$ cat config.mk
export PLATFORM = sky130hd
export DESIGN_NAME = gpio_chg_ctl
export DESIGN_NICKNAME = d
export VERILOG_FILES = /design/src/rtl/gpio_chg_pkg.sv /design/src/rtl/gpio_chg_sync.sv /design/src/rtl/gpio_chg_pinwatch.sv /design/src/rtl/gpio_chg_modem.sv /design/src/rtl/gpio_chg_ctl.sv
export SDC_FILE = /design/constraint.sdc
export NUM_CORES = 1
export LEC_CHECK = 0
export CAP_MARGIN = 10
export CORE_MARGIN = 8
export CORE_UTILIZATION = 50
export CTS_BUF_LIST = sky130_fd_sc_hd__clkbuf_16
export DETAILED_ROUTE_END_ITERATION = 8
export HOLD_SLACK_MARGIN = 0.06
export PLACE_DENSITY = 0.71
export SYNTH_ARGS = -nofsm -noshare
export SYNTH_HDL_FRONTEND = slang
export SYNTH_SLANG_ARGS = --single-unit
$ cat constraint.sdc
create_clock -name clk -period 3 [get_ports clk]
set_clock_uncertainty 0.2 [all_clocks]
set_input_delay 0.75 -clock clk [delete_from_list [all_inputs] [get_ports clk]]
set_output_delay 0.75 -clock clk [all_outputs]
set_load 0.02 [all_outputs]
$ cat src/rtl/gpio_chg_pkg.sv
package gpio_chg_pkg;
    localparam int PINS = 8;
    localparam int AW   = 3;

    typedef enum logic [AW-1:0] {
        A_DIR   = 3'd0,
        A_PINS  = 3'd1,
        A_CHGEN = 3'd2,
        A_CTRL  = 3'd3,
        A_MSR_A = 3'd4,
        A_MSR_B = 3'd5,
        A_MDM_A = 3'd6,
        A_MDM_B = 3'd7
    } reg_addr_e;

    typedef enum logic [1:0] {PW_IDLE, PW_LIVE, PW_HELD} pw_state_e;
    typedef enum logic [1:0] {MS_OFF, MS_QUIET, MS_FLAGGED} ms_state_e;
    typedef enum logic {CTL_RUN, CTL_CLEAR} ctl_state_e;

    localparam int CTRL_LATCH = 0;
    localparam int CTRL_MDM_A = 1;
    localparam int CTRL_MDM_B = 2;
    localparam int CTRL_SRST  = 3;
endpackage

$ cat src/rtl/gpio_chg_sync.sv
module gpio_chg_sync #(
    parameter int W      = 8,
    parameter int STAGES = 2
) (
    input  logic         clk,
    input  logic         rst_n,
    input  logic [W-1:0] d,
    output logic [W-1:0] q,
    output logic [W-1:0] q_next
);
    logic [W-1:0] st [STAGES];

    always_ff @(posedge clk or negedge rst_n) begin
        if (!rst_n) begin
            for (int k = 0; k < STAGES; k++) st[k] <= '0;
        end else begin
            st[0] <= d;
            for (int k = 1; k < STAGES; k++) st[k] <= st[k-1];
        end
    end

    assign q      = st[STAGES-1];
    assign q_next = st[STAGES-2];
endmodule

$ cat src/rtl/gpio_chg_pinwatch.sv
module gpio_chg_pinwatch
    import gpio_chg_pkg::*;
(
    input  logic clk,
    input  logic rst_n,
    input  logic clr,
    input  logic eligible,
    input  logic latch_mode,
    input  logic lvl,
    input  logic lvl_next,
    input  logic rd_pins,
    output logic pending,
    output logic rd_val
);
    pw_state_e state_q, state_n;
    logic      ref_q, ref_n;
    logic      held_q, held_n;

    always_ff @(posedge clk or negedge rst_n) begin
        if (!rst_n) begin
            state_q <= PW_IDLE;
            ref_q   <= 1'b0;
            held_q  <= 1'b0;
        end else begin
            state_q <= state_n;
            ref_q   <= ref_n;
            held_q  <= held_n;
        end
    end

    always_comb begin
        state_n = state_q;
        ref_n   = ref_q;
        held_n  = held_q;
        if (clr || !eligible) begin
            state_n = PW_IDLE;
            ref_n   = lvl;
        end else if (rd_pins) begin
            ref_n = lvl;
            if (lvl_next != lvl) begin
                state_n = latch_mode ? PW_HELD : PW_LIVE;
                held_n  = lvl_next;
            end else begin
                state_n = PW_IDLE;
            end
        end else begin
            unique case (state_q)
                PW_IDLE: begin
                    if (lvl != ref_q) begin
                        if (latch_mode) begin
                            state_n = PW_HELD;
                            held_n  = lvl;
                        end else begin
                            state_n = PW_LIVE;
                        end
                    end
                end
                PW_LIVE: begin
                    if (lvl == ref_q) state_n = PW_IDLE;
                end
                PW_HELD: state_n = PW_HELD;
                default: state_n = PW_IDLE;
            endcase
        end
    end

    always_comb begin
        pending = (state_q != PW_IDLE);
        rd_val  = (state_q == PW_HELD) ? held_q : lvl;
    end
endmodule

$ cat src/rtl/gpio_chg_modem.sv
module gpio_chg_modem
    import gpio_chg_pkg::*;
(
    input  logic       clk,
    input  logic       rst_n,
    input  logic       clr,
    input  logic       mode,
    input  logic [2:0] lines,
    input  logic       rd_msr,
    output logic [7:0] msr,
    output logic       delta_any
);
    // lines: [2] CD, [1] RI, [0] DSR
    ms_state_e state_q, state_n;
    logic [2:0] prev_q;
    logic [2:0] dlt_q, dlt_n;
    logic [2:0] chg;

    always_ff @(posedge clk or negedge rst_n) begin
        if (!rst_n) begin
            state_q <= MS_OFF;
            prev_q  <= '0;
            dlt_q   <= '0;
        end else begin
            state_q <= state_n;
            prev_q  <= lines;
            dlt_q   <= dlt_n;
        end
    end

    assign chg = lines ^ prev_q;

    always_comb begin
        state_n = state_q;
        dlt_n   = dlt_q;
        if (clr || !mode) begin
            state_n = MS_OFF;
            dlt_n   = '0;
        end else begin
            unique case (state_q)
                MS_OFF:     dlt_n = '0;
                MS_QUIET:   dlt_n = chg;
                MS_FLAGGED: dlt_n = (rd_msr ? 3'b000 : dlt_q) | chg;
                default:    dlt_n = '0;
            endcase
            state_n = (dlt_n != 3'b000) ? MS_FLAGGED : MS_QUIET;
        end
    end

    always_comb begin
        if (state_q == MS_OFF) begin
            msr = 8'h00;
        end else begin
            msr = {lines[2], lines[1], lines[0], 1'b0, dlt_q[2], dlt_q[1], dlt_q[0], 1'b0};
        end
        delta_any = |dlt_q;
    end
endmodule

$ cat src/rtl/gpio_chg_ctl.sv
module gpio_chg_ctl
    import gpio_chg_pkg::*;
#(
    parameter int SYNC_STAGES = 2
) (
    input  logic            clk,
    input  logic            rst_n,
    input  logic            wr_en,
    input  logic            rd_en,
    input  logic [AW-1:0]   addr,
    input  logic [7:0]      wdata,
    output logic [7:0]      rdata,
    input  logic [PINS-1:0] pin_in,
    output logic [PINS-1:0] pin_out,
    output logic [PINS-1:0] pin_oe,
    output logic            irq
);
    localparam int HALF = PINS / 2;

    ctl_state_e ctl_q, ctl_n;
    logic srst;

    logic [PINS-1:0] dir_q, out_q, chgen_q;
    logic [2:0]      ctrl_q;
    logic [1:0]      mdm_a_q, mdm_b_q;   // [1] interrupt enable, [0] DTR

    logic [PINS-1:0] lvl, lvl_nx;
    logic [PINS-1:0] pend_w, rdv_w, io_role, elig;
    logic            rd_pins, rd_msr_a, rd_msr_b;
    logic [7:0]      msr_a, msr_b;
    logic            dlt_a, dlt_b;

    // soft reset control FSM: state register
    always_ff @(posedge clk or negedge rst_n) begin
        if (!rst_n) ctl_q <= CTL_RUN;
        else        ctl_q <= ctl_n;
    end

    always_comb begin
        ctl_n = ctl_q;
        unique case (ctl_q)
            CTL_RUN:   if (wr_en && addr == A_CTRL && wdata[CTRL_SRST]) ctl_n = CTL_CLEAR;
            CTL_CLEAR: ctl_n = CTL_RUN;
            default:   ctl_n = CTL_RUN;
        endcase
    end

    assign srst = (ctl_q == CTL_CLEAR);

    // register file
    always_ff @(posedge clk or negedge rst_n) begin
        if (!rst_n) begin
            dir_q   <= '0;
            out_q   <= '0;
            chgen_q <= '0;
            ctrl_q  <= '0;
            mdm_a_q <= '0;
            mdm_b_q <= '0;
        end else if (srst) begin
            dir_q   <= '0;
            out_q   <= '0;
            chgen_q <= '0;
            ctrl_q  <= '0;
            mdm_a_q <= '0;
            mdm_b_q <= '0;
        end else if (wr_en) begin
            unique case (addr)
                A_DIR:   dir_q   <= wdata;
                A_PINS:  out_q   <= wdata;
                A_CHGEN: chgen_q <= wdata;
                A_CTRL:  if (!wdata[CTRL_SRST]) ctrl_q <= wdata[2:0];
                A_MDM_A: mdm_a_q <= {wdata[3], wdata[0]};
                A_MDM_B: mdm_b_q <= {wdata[3], wdata[0]};
                default: ;
            endcase
        end
    end

    assign rd_pins  = rd_en && (addr == A_PINS)  && !srst;
    assign rd_msr_a = rd_en && (addr == A_MSR_A) && !srst;
    assign rd_msr_b = rd_en && (addr == A_MSR_B) && !srst;

    gpio_chg_sync #(.W(PINS), .STAGES(SYNC_STAGES)) u_sync (
        .clk    (clk),
        .rst_n  (rst_n),
        .d      (pin_in),
        .q      (lvl),
        .q_next (lvl_nx)
    );

    for (genvar i = 0; i < PINS; i++) begin : g_pin
        if (i >= HALF) begin : g_hi
            assign io_role[i] = !ctrl_q[CTRL_MDM_A];
        end else begin : g_lo
            assign io_role[i] = !ctrl_q[CTRL_MDM_B];
        end
        assign elig[i] = io_role[i] && !dir_q[i];

        gpio_chg_pinwatch u_watch (
            .clk        (clk),
            .rst_n      (rst_n),
            .clr        (srst),
            .eligible   (elig[i]),
            .latch_mode (ctrl_q[CTRL_LATCH]),
            .lvl        (lvl[i]),
            .lvl_next   (lvl_nx[i]),
            .rd_pins    (rd_pins),
            .pending    (pend_w[i]),
            .rd_val     (rdv_w[i])
        );

        if ((i % 4) == 1) begin : g_dtr
            logic dtr_val;
            assign dtr_val    = (i >= HALF) ? mdm_a_q[0] : mdm_b_q[0];
            assign pin_oe[i]  = io_role[i] ? dir_q[i] : 1'b1;
            assign pin_out[i] = io_role[i] ? out_q[i] : dtr_val;
        end else begin : g_in
            assign pin_oe[i]  = io_role[i] ? dir_q[i] : 1'b0;
            assign pin_out[i] = io_role[i] ? out_q[i] : 1'b0;
        end
    end

    gpio_chg_modem u_mdm_a (
        .clk       (clk),
        .rst_n     (rst_n),
        .clr       (srst),
        .mode      (ctrl_q[CTRL_MDM_A]),
        .lines     ({lvl[HALF+2], lvl[HALF+3], lvl[HALF]}),
        .rd_msr    (rd_msr_a),
        .msr       (msr_a),
        .delta_any (dlt_a)
    );

    gpio_chg_modem u_mdm_b (
        .clk       (clk),
        .rst_n     (rst_n),
        .clr       (srst),
        .mode      (ctrl_q[CTRL_MDM_B]),
        .lines     ({lvl[2], lvl[3], lvl[0]}),
        .rd_msr    (rd_msr_b),
        .msr       (msr_b),
        .delta_any (dlt_b)
    );

    // outputs
    always_comb begin
        unique case (addr)
            A_DIR:   rdata = dir_q;
            A_PINS:  rdata = rdv_w;
            A_CHGEN: rdata = chgen_q;
            A_CTRL:  rdata = {4'b0000, srst, ctrl_q};
            A_MSR_A: rdata = msr_a;
            A_MSR_B: rdata = msr_b;
            A_MDM_A: rdata = {4'b0000, mdm_a_q[1], 2'b00, mdm_a_q[0]};
            A_MDM_B: rdata = {4'b0000, mdm_b_q[1], 2'b00, mdm_b_q[0]};
            default: rdata = 8'h00;
        endcase
        irq = (|(pend_w & chgen_q)) | (dlt_a & mdm_a_q[1]) | (dlt_b & mdm_b_q[1]);
    end
endmodule

==> summary.md, run 1 <==
| Metric | Value |
|---|---|
| Count of input and output buffers | 47 |
| Clock root buffer | sky130_fd_sc_hd__clkbuf_16 |
| Placer's final routability congestion estimate | 0.930 |
| Non-filler cells, final | 805 |
| Chip Width | 120 microns |
| Worst-case headroom to the max-slew limit | 0.623 |
| Syn-to-layout area delta | 23.0% |
| Clk sink count | 96 |
| CTS tree | built |
| Later-pin clock latency in the skew report | ~350 ps |
| Number of synthesized flops with an enable pin | 0 |
| Layout cell share with drive strength beyond 1 | 0.167 |
| Number of I/O pins | 48 |
| Routed vias/inst | 5.94 |
| Static Leakage | 2.86 nW |
| Setup violators final | 0 |
| Pin count of the biggest net entering global routing | 97 |
| Top-area cell type share of the netlist area | 0.447 |
| Antenna violations before repair | 0 |
| Status | finished, final reports clean |
| Crit path required time | 2050 ps |
| Mean post-synth cell area | 9.21 sq um |
| Final nets | 688 |
| Final clock period utilization by the worst path | 0.989 |
| Number of instances in the synthesized netlist | 583 |
| Hold Vio Cnt, Final | 0 |
| Number of DRC markers after the initial detailed-route iteration | 394 |
| Overall overflow remaining after global route | 0 |
| Wirelength per Cell | 18.7 microns |
| Post-route DRC | 0 |
| Pwr dens | 713 nW/um^2 |
| Fmax achieved | 337 MHz |
| CP Max Fanout | 4 |
| Clock period minus final worst setup slack | 2970 ps |
| Number of H-tree branching levels | 3 |
| Post-synthesis register bit count | 96 |
| Sequential fraction of the synthesis area | 0.447 |
| Wire length of the first global-routing pass | between 20,000 and 25,000 microns |
| Starting utilization of the core area | 0.504 |
| Library cell with the highest instance count after synthesis | sky130_fd_sc_hd__dfrtp_1 |
| Min-delay worst type | reg -> reg |
| Global routing usage summed across all routing layers | 0.214 |
| Yosys warning count | 0 |
| Final wirelength | 15,000 microns |
| Number of buffers created by CTS | 9 |
| Final Max Slew Viols | 0 |
| Placed wire-length estimate | 10,700 microns |
| Maximum clock insertion buffer count | 2 |
| Drt pass-1 iters | 7 |
| Startpoint-to-endpoint class of the critical path | in -> out |
| Area contributors post-synth | sky130_fd_sc_hd__dfrtp_1, sky130_fd_sc_hd__nand2_1, sky130_fd_sc_hd__mux2i_1, sky130_fd_sc_hd__a21oi_1, sky130_fd_sc_hd__nor2_1 |
| Worst-case vdd ir drop | 0.381 mV |
| Via count of the first global-routing pass | 4,762 |
| Type of element capturing the critical path | primary output |
| Max-capacitance violation count | 0 |
| Number of distinct library cells after synthesis | 71 |
| Startpoint class of the critical path | primary input |
| Data arrival time of the critical path | about 2000 ps |
| Final antenna-violating net count | 0 |
| Core Rows | 38 |
| Async set-reset flop share out of synthesis | 1.00 |
| Number of placed instances with taps included | 783 |
| Library cell occupying the most area in the post-synthesis netlist | sky130_fd_sc_hd__dfrtp_1 |
| Slew of the pin with the lowest slew margin | 561 ps |
| Syn nets | about 600 |
| Clock transition time at the flip-flop clock pins of the worst setup and hold paths | around 70 ps |
| Filler cells | just over 900 |
| Ys flop type | sky130_fd_sc_hd__dfrtp_1 |
| Top cells by count, synth | sky130_fd_sc_hd__dfrtp_1, sky130_fd_sc_hd__nand2_1, sky130_fd_sc_hd__nor2_1 |
| Std-Cell Core Area | 10,700 sq um |
| Netlist area before placement | 5370 sq um |
| Hold-fix buffer count after cts | 0 |
| Via total after detailed routing | ~4.8k |
| Die ar. | between 10,000 and 15,000 sq um |
| Chip height | 120 microns |
| Final setup TNS | 0 ps |
## registers in the layout, indices dropped and copies added (netlist names)
name / cells
g_pin.u_watch.state_q: 16
chgen_q: 8
dir_q: 8
g_pin.u_watch.held_q: 8
g_pin.u_watch.ref_q: 8
out_q: 8
u_sync.q: 8
u_sync.q_next: 8
ctrl_q: 3
u_mdm_a.dlt_q: 3
u_mdm_a.prev_q: 3
u_mdm_b.dlt_q: 3
u_mdm_b.prev_q: 3
mdm_a_q: 2
mdm_b_q: 2
u_mdm_a.state_q: 2
u_mdm_b.state_q: 2
ctl_q: 1
## metal layers
metal | vias up | GRT usage | wire [microns]
met5 | - | 0 | 0
met4 | 0 | 0.116 | 516
met3 | 37 | 0.0470 | 966
met2 | 173 | 0.326 | 6770
met1 | 2357 | 0.280 | 6770
li1 | 2215 | - | -
## timing repair
action / in CTS / in global routing
resized for setup: 56 / 8
endpoints found under the setup margin: 9 / 6
buffers inserted: 1 / 3
pin swaps: 5 / 3
gates cloned: 1 / 0
hold endpoints to repair: 0 / 0
## critical path, stage by stage
cell and delay (ps):
sky130_fd_sc_hd__dlygate4sd2_1 270, sky130_fd_sc_hd__or2_1 300, sky130_fd_sc_hd__nor2_4 170, sky130_fd_sc_hd__a32oi_1 80
sky130_fd_sc_hd__a211oi_2 250, sky130_fd_sc_hd__buf_4 190
## cell usage in the layout, fill, tap and decap left out, drive strengths merged, types with 4 or more instances in the layout
cell | Yosys | final
dfrtp | 96 | 96
nand2 | 76 | 76
buf | 19 | 64
nor2 | 51 | 51
a21oi | 43 | 43
clkdlybuf4s50 | 0 | 34
o21ai | 34 | 34
nor2b | 26 | 26
mux2i | 24 | 24
nand3 | 17 | 17
nor3 | 17 | 17
xor2 | 14 | 14
inv | 13 | 13
xnor2 | 10 | 10
mux2 | 10 | 10
clkbuf | 17 | 9
or3 | 7 | 7
o22ai | 7 | 7
ha | 6 | 6
nand3b | 6 | 6
o31ai | 6 | 6
a211oi | 6 | 6
or2 | 5 | 5
a221oi | 5 | 5
a22oi | 4 | 4
clkinv | 1 | 4
nand4 | 4 | 4
and2 | 4 | 4
## cells by family after synthesis
group,count (synthesis),share of synthesized area
buf+inv,50,0.0422
flops,96,0.447
simple gates,232,0.218
compound gates,140,0.169
mux,35,0.0699
xor+xnor,24,0.0391
fa+ha+maj,6,0.0140
## worst paths after layout
path | start | slack (ps) | endpoint | cells after the start
min in group asynchronous | rst_n | 230 | g_pin[2].u_watch.state_q[0] | 2
min | u_sync.q_next[6] | 220 | u_sync.q[6] | 0
max in group asynchronous | rst_n | 1930 | u_mdm_b.state_q[1] | 2
max reg2reg | ctl_q | 710 | g_pin[7].u_watch.state_q[0] | 7
max | addr[1] | 30 | rdata[5] | 6
min reg2reg | u_sync.q_next[6] | 220 | u_sync.q[6] | 0
## per-stage QoR
step | util | instance area, sq um | power (mW) | hold WS [ps] | setup slack (ps)
global route | 0.620 | 6600 | 4.98 | 234 | -19.9
CTS | 0.618 | 6580 | 4.71 | 225 | 7.16
finish | 0.620 | 6610 | 4.71 | 221 | 32.5
detailed placement | 0.586 | 6240 | 3.49 | 209 | -755
global placement | 0.586 | 6240 | 3.43 | 204 | -734
floorplan | - | 5380 | 2.88 | 149 | 148
## report_power, final
group,internal (mW),switching [mW]
combinational,0.773,0.903
clock,0.722,0.488
sequential,1.55,0.271
## area by class of cell
class | instances | area (sq um) | area share
multi-input combinational | 437 | 2780 | 0.421
sequential | 96 | 2400 | 0.364
timing repair buffer | 101 | 877 | 0.133
clock buffer | 9 | 225 | 0.0341
tap | 140 | 175 | 0.0265
clock inverter | 7 | 86.3 | 0.0131
inverter | 14 | 52.6 | 0.00796
antenna | 1 | 2.50 | 0.000379
No activity file was read; power rests on OpenSTA's default activity.
==> run 2, diff against run 1 <==
--- a/config.mk
+++ b/config.mk
@@ -11,7 +11,7 @@
 export CTS_BUF_LIST = sky130_fd_sc_hd__clkbuf_16
 export DETAILED_ROUTE_END_ITERATION = 8
 export HOLD_SLACK_MARGIN = 0.06
-export PLACE_DENSITY = 0.71
+export PLACE_DENSITY = 0.74
 export SYNTH_ARGS = -nofsm -noshare
 export SYNTH_HDL_FRONTEND = slang
 export SYNTH_SLANG_ARGS = --single-unit
==> constraint.sdc (replaced) <==
create_clock -name clk -period 2.7 [get_ports clk]
set_clock_uncertainty 0.2 [all_clocks]
set_input_delay 0.675 -clock clk [delete_from_list [all_inputs] [get_ports clk]]
set_output_delay 0.675 -clock clk [all_outputs]
set_load 0.02 [all_outputs]
==> summary.md, run 2 (synthesis gave the netlist of run 1 again) <==
| Metric | Value |
|---|---|
| Antenna violations before repair | 0 |
| Final Max Slew Viols | 0 |
| Pwr dens | just under 800 nW/um^2 |
| Clock root buffer | sky130_fd_sc_hd__clkbuf_16 |
| Clk sink count | 96 |
| Post-Place Cell Area | 6530 sq um |
| Fraction of the core area covered by cells at the end of the flow | 0.652 |
| Chip Width | 120 microns |
| Final clock period utilization by the worst path | 0.987 |
| Setup violators final | 0 |
| CP Max Fanout | 2 |
| Core Rows | 38 |
| Data arrival time of the critical path | 1790 ps |
| Hold Vio Cnt, Final | 0 |
| Pre-CTS WS | -879 ps |
| Hold-fix buffer count after cts | 0 |
| Clock transition time at the flip-flop clock pins of the worst setup and hold paths | 60 ps |
| Via count of the first global-routing pass | 5,019 |
| Type of element capturing the critical path | primary output |
| Post-route total power | 5.48 mW |
| Wire length of the first global-routing pass | 25,400 microns |
| Wirelength per Cell | 18.5 microns |
| Critical-path top delay cell | sky130_fd_sc_hd__or3_4 |
| Maximum clock insertion buffer count | 2 |
| Via total after detailed routing | 4,925 |
| Later-pin clock latency in the skew report | about 350 ps |
| Fmax achieved | approximately 380 MHz |
| Crit path required time | 1820 ps |
| Reg2reg path depth | 7 |
| Placer's final routability congestion estimate | 0.915 |
| Clock period minus final worst setup slack | 2660 ps |
| RSZ-0062 raised after global routing | true |
| Setup ws final | 35.1 ps |
| Final setup TNS | 0 ps |
| Startpoint class of the critical path | register |
| Startpoint-to-endpoint class of the critical path | reg -> out |
| Number of H-tree branching levels | 3 |
| Max-capacitance violation count | 0 |
| Number of DRC markers after the initial detailed-route iteration | 359 |
| Flip-flop count of the largest register, all copies and words added | 16 |
| Pin count of the biggest net entering global routing | 45 |
| Final nets | 723 |
| Slew of the pin with the lowest slew margin | 502 ps |
| Std-Cell Core Area | 10,700 sq um |
| Starting utilization of the core area | 0.504 |
| Number of inserted diodes | 0 |
| Min-delay worst type | in -> async |
| Post-route DRC | 0 |
| Static Leakage | 3.07 nW |
| Post-Layout Inst Area | 6950 sq um |
| Worst path cell trace | or3_4 -> a221oi_4 -> nand4_1 -> buf_4 |
| Placed wire-length estimate | 11,500 microns |
| Leading cell types in the layout, fill and taps excluded | sky130_fd_sc_hd__dfrtp_1, sky130_fd_sc_hd__buf_4, sky130_fd_sc_hd__nand2_1, sky130_fd_sc_hd__nor2_1, sky130_fd_sc_hd__a21oi_1 |
| Most frequent standard cell in the layout excluding fill and tap cells | sky130_fd_sc_hd__dfrtp_1 |
| CTS tree | built |
| Crit path largest cell delay | 420 ps |
| Drt pass-1 iters | 5 |
| Die ar. | 14,300 sq um |
| Worst-case vdd ir drop | 0.544 mV |
| Worst-case headroom to the max-slew limit | 0.663 |
| Syn-to-layout area delta | 29.4% |
| Filler cells | 894 |
| Number of I/O pins | 48 |
| Number of buffers created by CTS | 9 |
| Count of input and output buffers | 47 |
| Global routing usage summed across all routing layers | 0.222 |
| Routed vias/inst | 5.87 |
| Final antenna-violating net count | 0 |
| Status | finished, final reports clean |
| Chip height | roughly 120 microns |
| Overall overflow remaining after global route | 0 |
| Final wirelength | 15,500 microns |
| Top reg by flops | g_pin.u_watch.state_q |
| Layout cell share with drive strength beyond 1 | 0.229 |
## run 2: cell type report
| class | count | area [sq um] | share of cell area |
|---|---|---|---|
| multi-input cells | 437 | 2850 | 0.410 |
| well taps | 140 | 175 | 0.0252 |
| flip-flops and latches | 96 | 2400 | 0.346 |
| clock inverters | 7 | 87.6 | 0.0126 |
| inverters | 14 | 52.6 | 0.00756 |
| clock buffers | 9 | 225 | 0.0324 |
| repair buffers | 136 | 1150 | 0.166 |
## run 2: worst paths after layout
path | endpoint | from | slack (ps)
worst max-delay path | irq | u_mdm_a.dlt_q[1] | 40
worst min-delay path | u_sync.q[3] | rst_n | 60
worst max register to register | g_pin[7].u_watch.state_q[0] | ctl_q | 360
worst min register to register | u_sync.q[0] | u_sync.q_next[0] | 210
max in group asynchronous | chgen_q[6] | rst_n | 1560
min in group clk | u_sync.q[0] | u_sync.q_next[0] | 210
## run 2: per-layer routing
| layer | part of all wire | global-route usage | up-vias | wire (microns) |
|---|---|---|---|---|
| met3 | 0.061 | 0.0484 | 26 | 941 |
| met1 | 0.45 | 0.288 | 2443 | 6920 |
| li1 | - | - | 2291 | - |
| met2 | 0.47 | 0.348 | 165 | 7250 |
| met4 | 0.027 | 0.101 | 0 | 424 |
| met5 | 0 | 0 | - | 0 |
## run 2: repair_timing
action,4_1_cts,5_1_grt
resized for setup,71,26
endpoints found under the setup margin,12,7
buffers inserted,4,0
pin swaps,9,6
## run 2: stage by stage
| stage | hold WS (ps) | cells |
|---|---|---|
| after floorplan | 149 | 583 |
| after global placement | 204 | 820 |
| after detailed placement | 205 | 820 |
| after CTS | 81.4 | 840 |
| after global routing | 108 | 839 |
| final | 63.8 | 839 |
## run 2: worst max-delay path, delay by kind of cell (launching register included)
kind | cells | cell delay, ps
buffers and inverters | 1 | 190
AO/OA/AOI/OAI | 1 | 310
AND/OR/NAND/NOR | 2 | 570
flip-flops | 1 | 370
## run 2: report_power, final
| part | internal, mW | switching, mW |
|---|---|---|
| logic | 1.03 | 1.15 |
| registers | 1.73 | 0.238 |
| clock network | 0.803 | 0.541 |
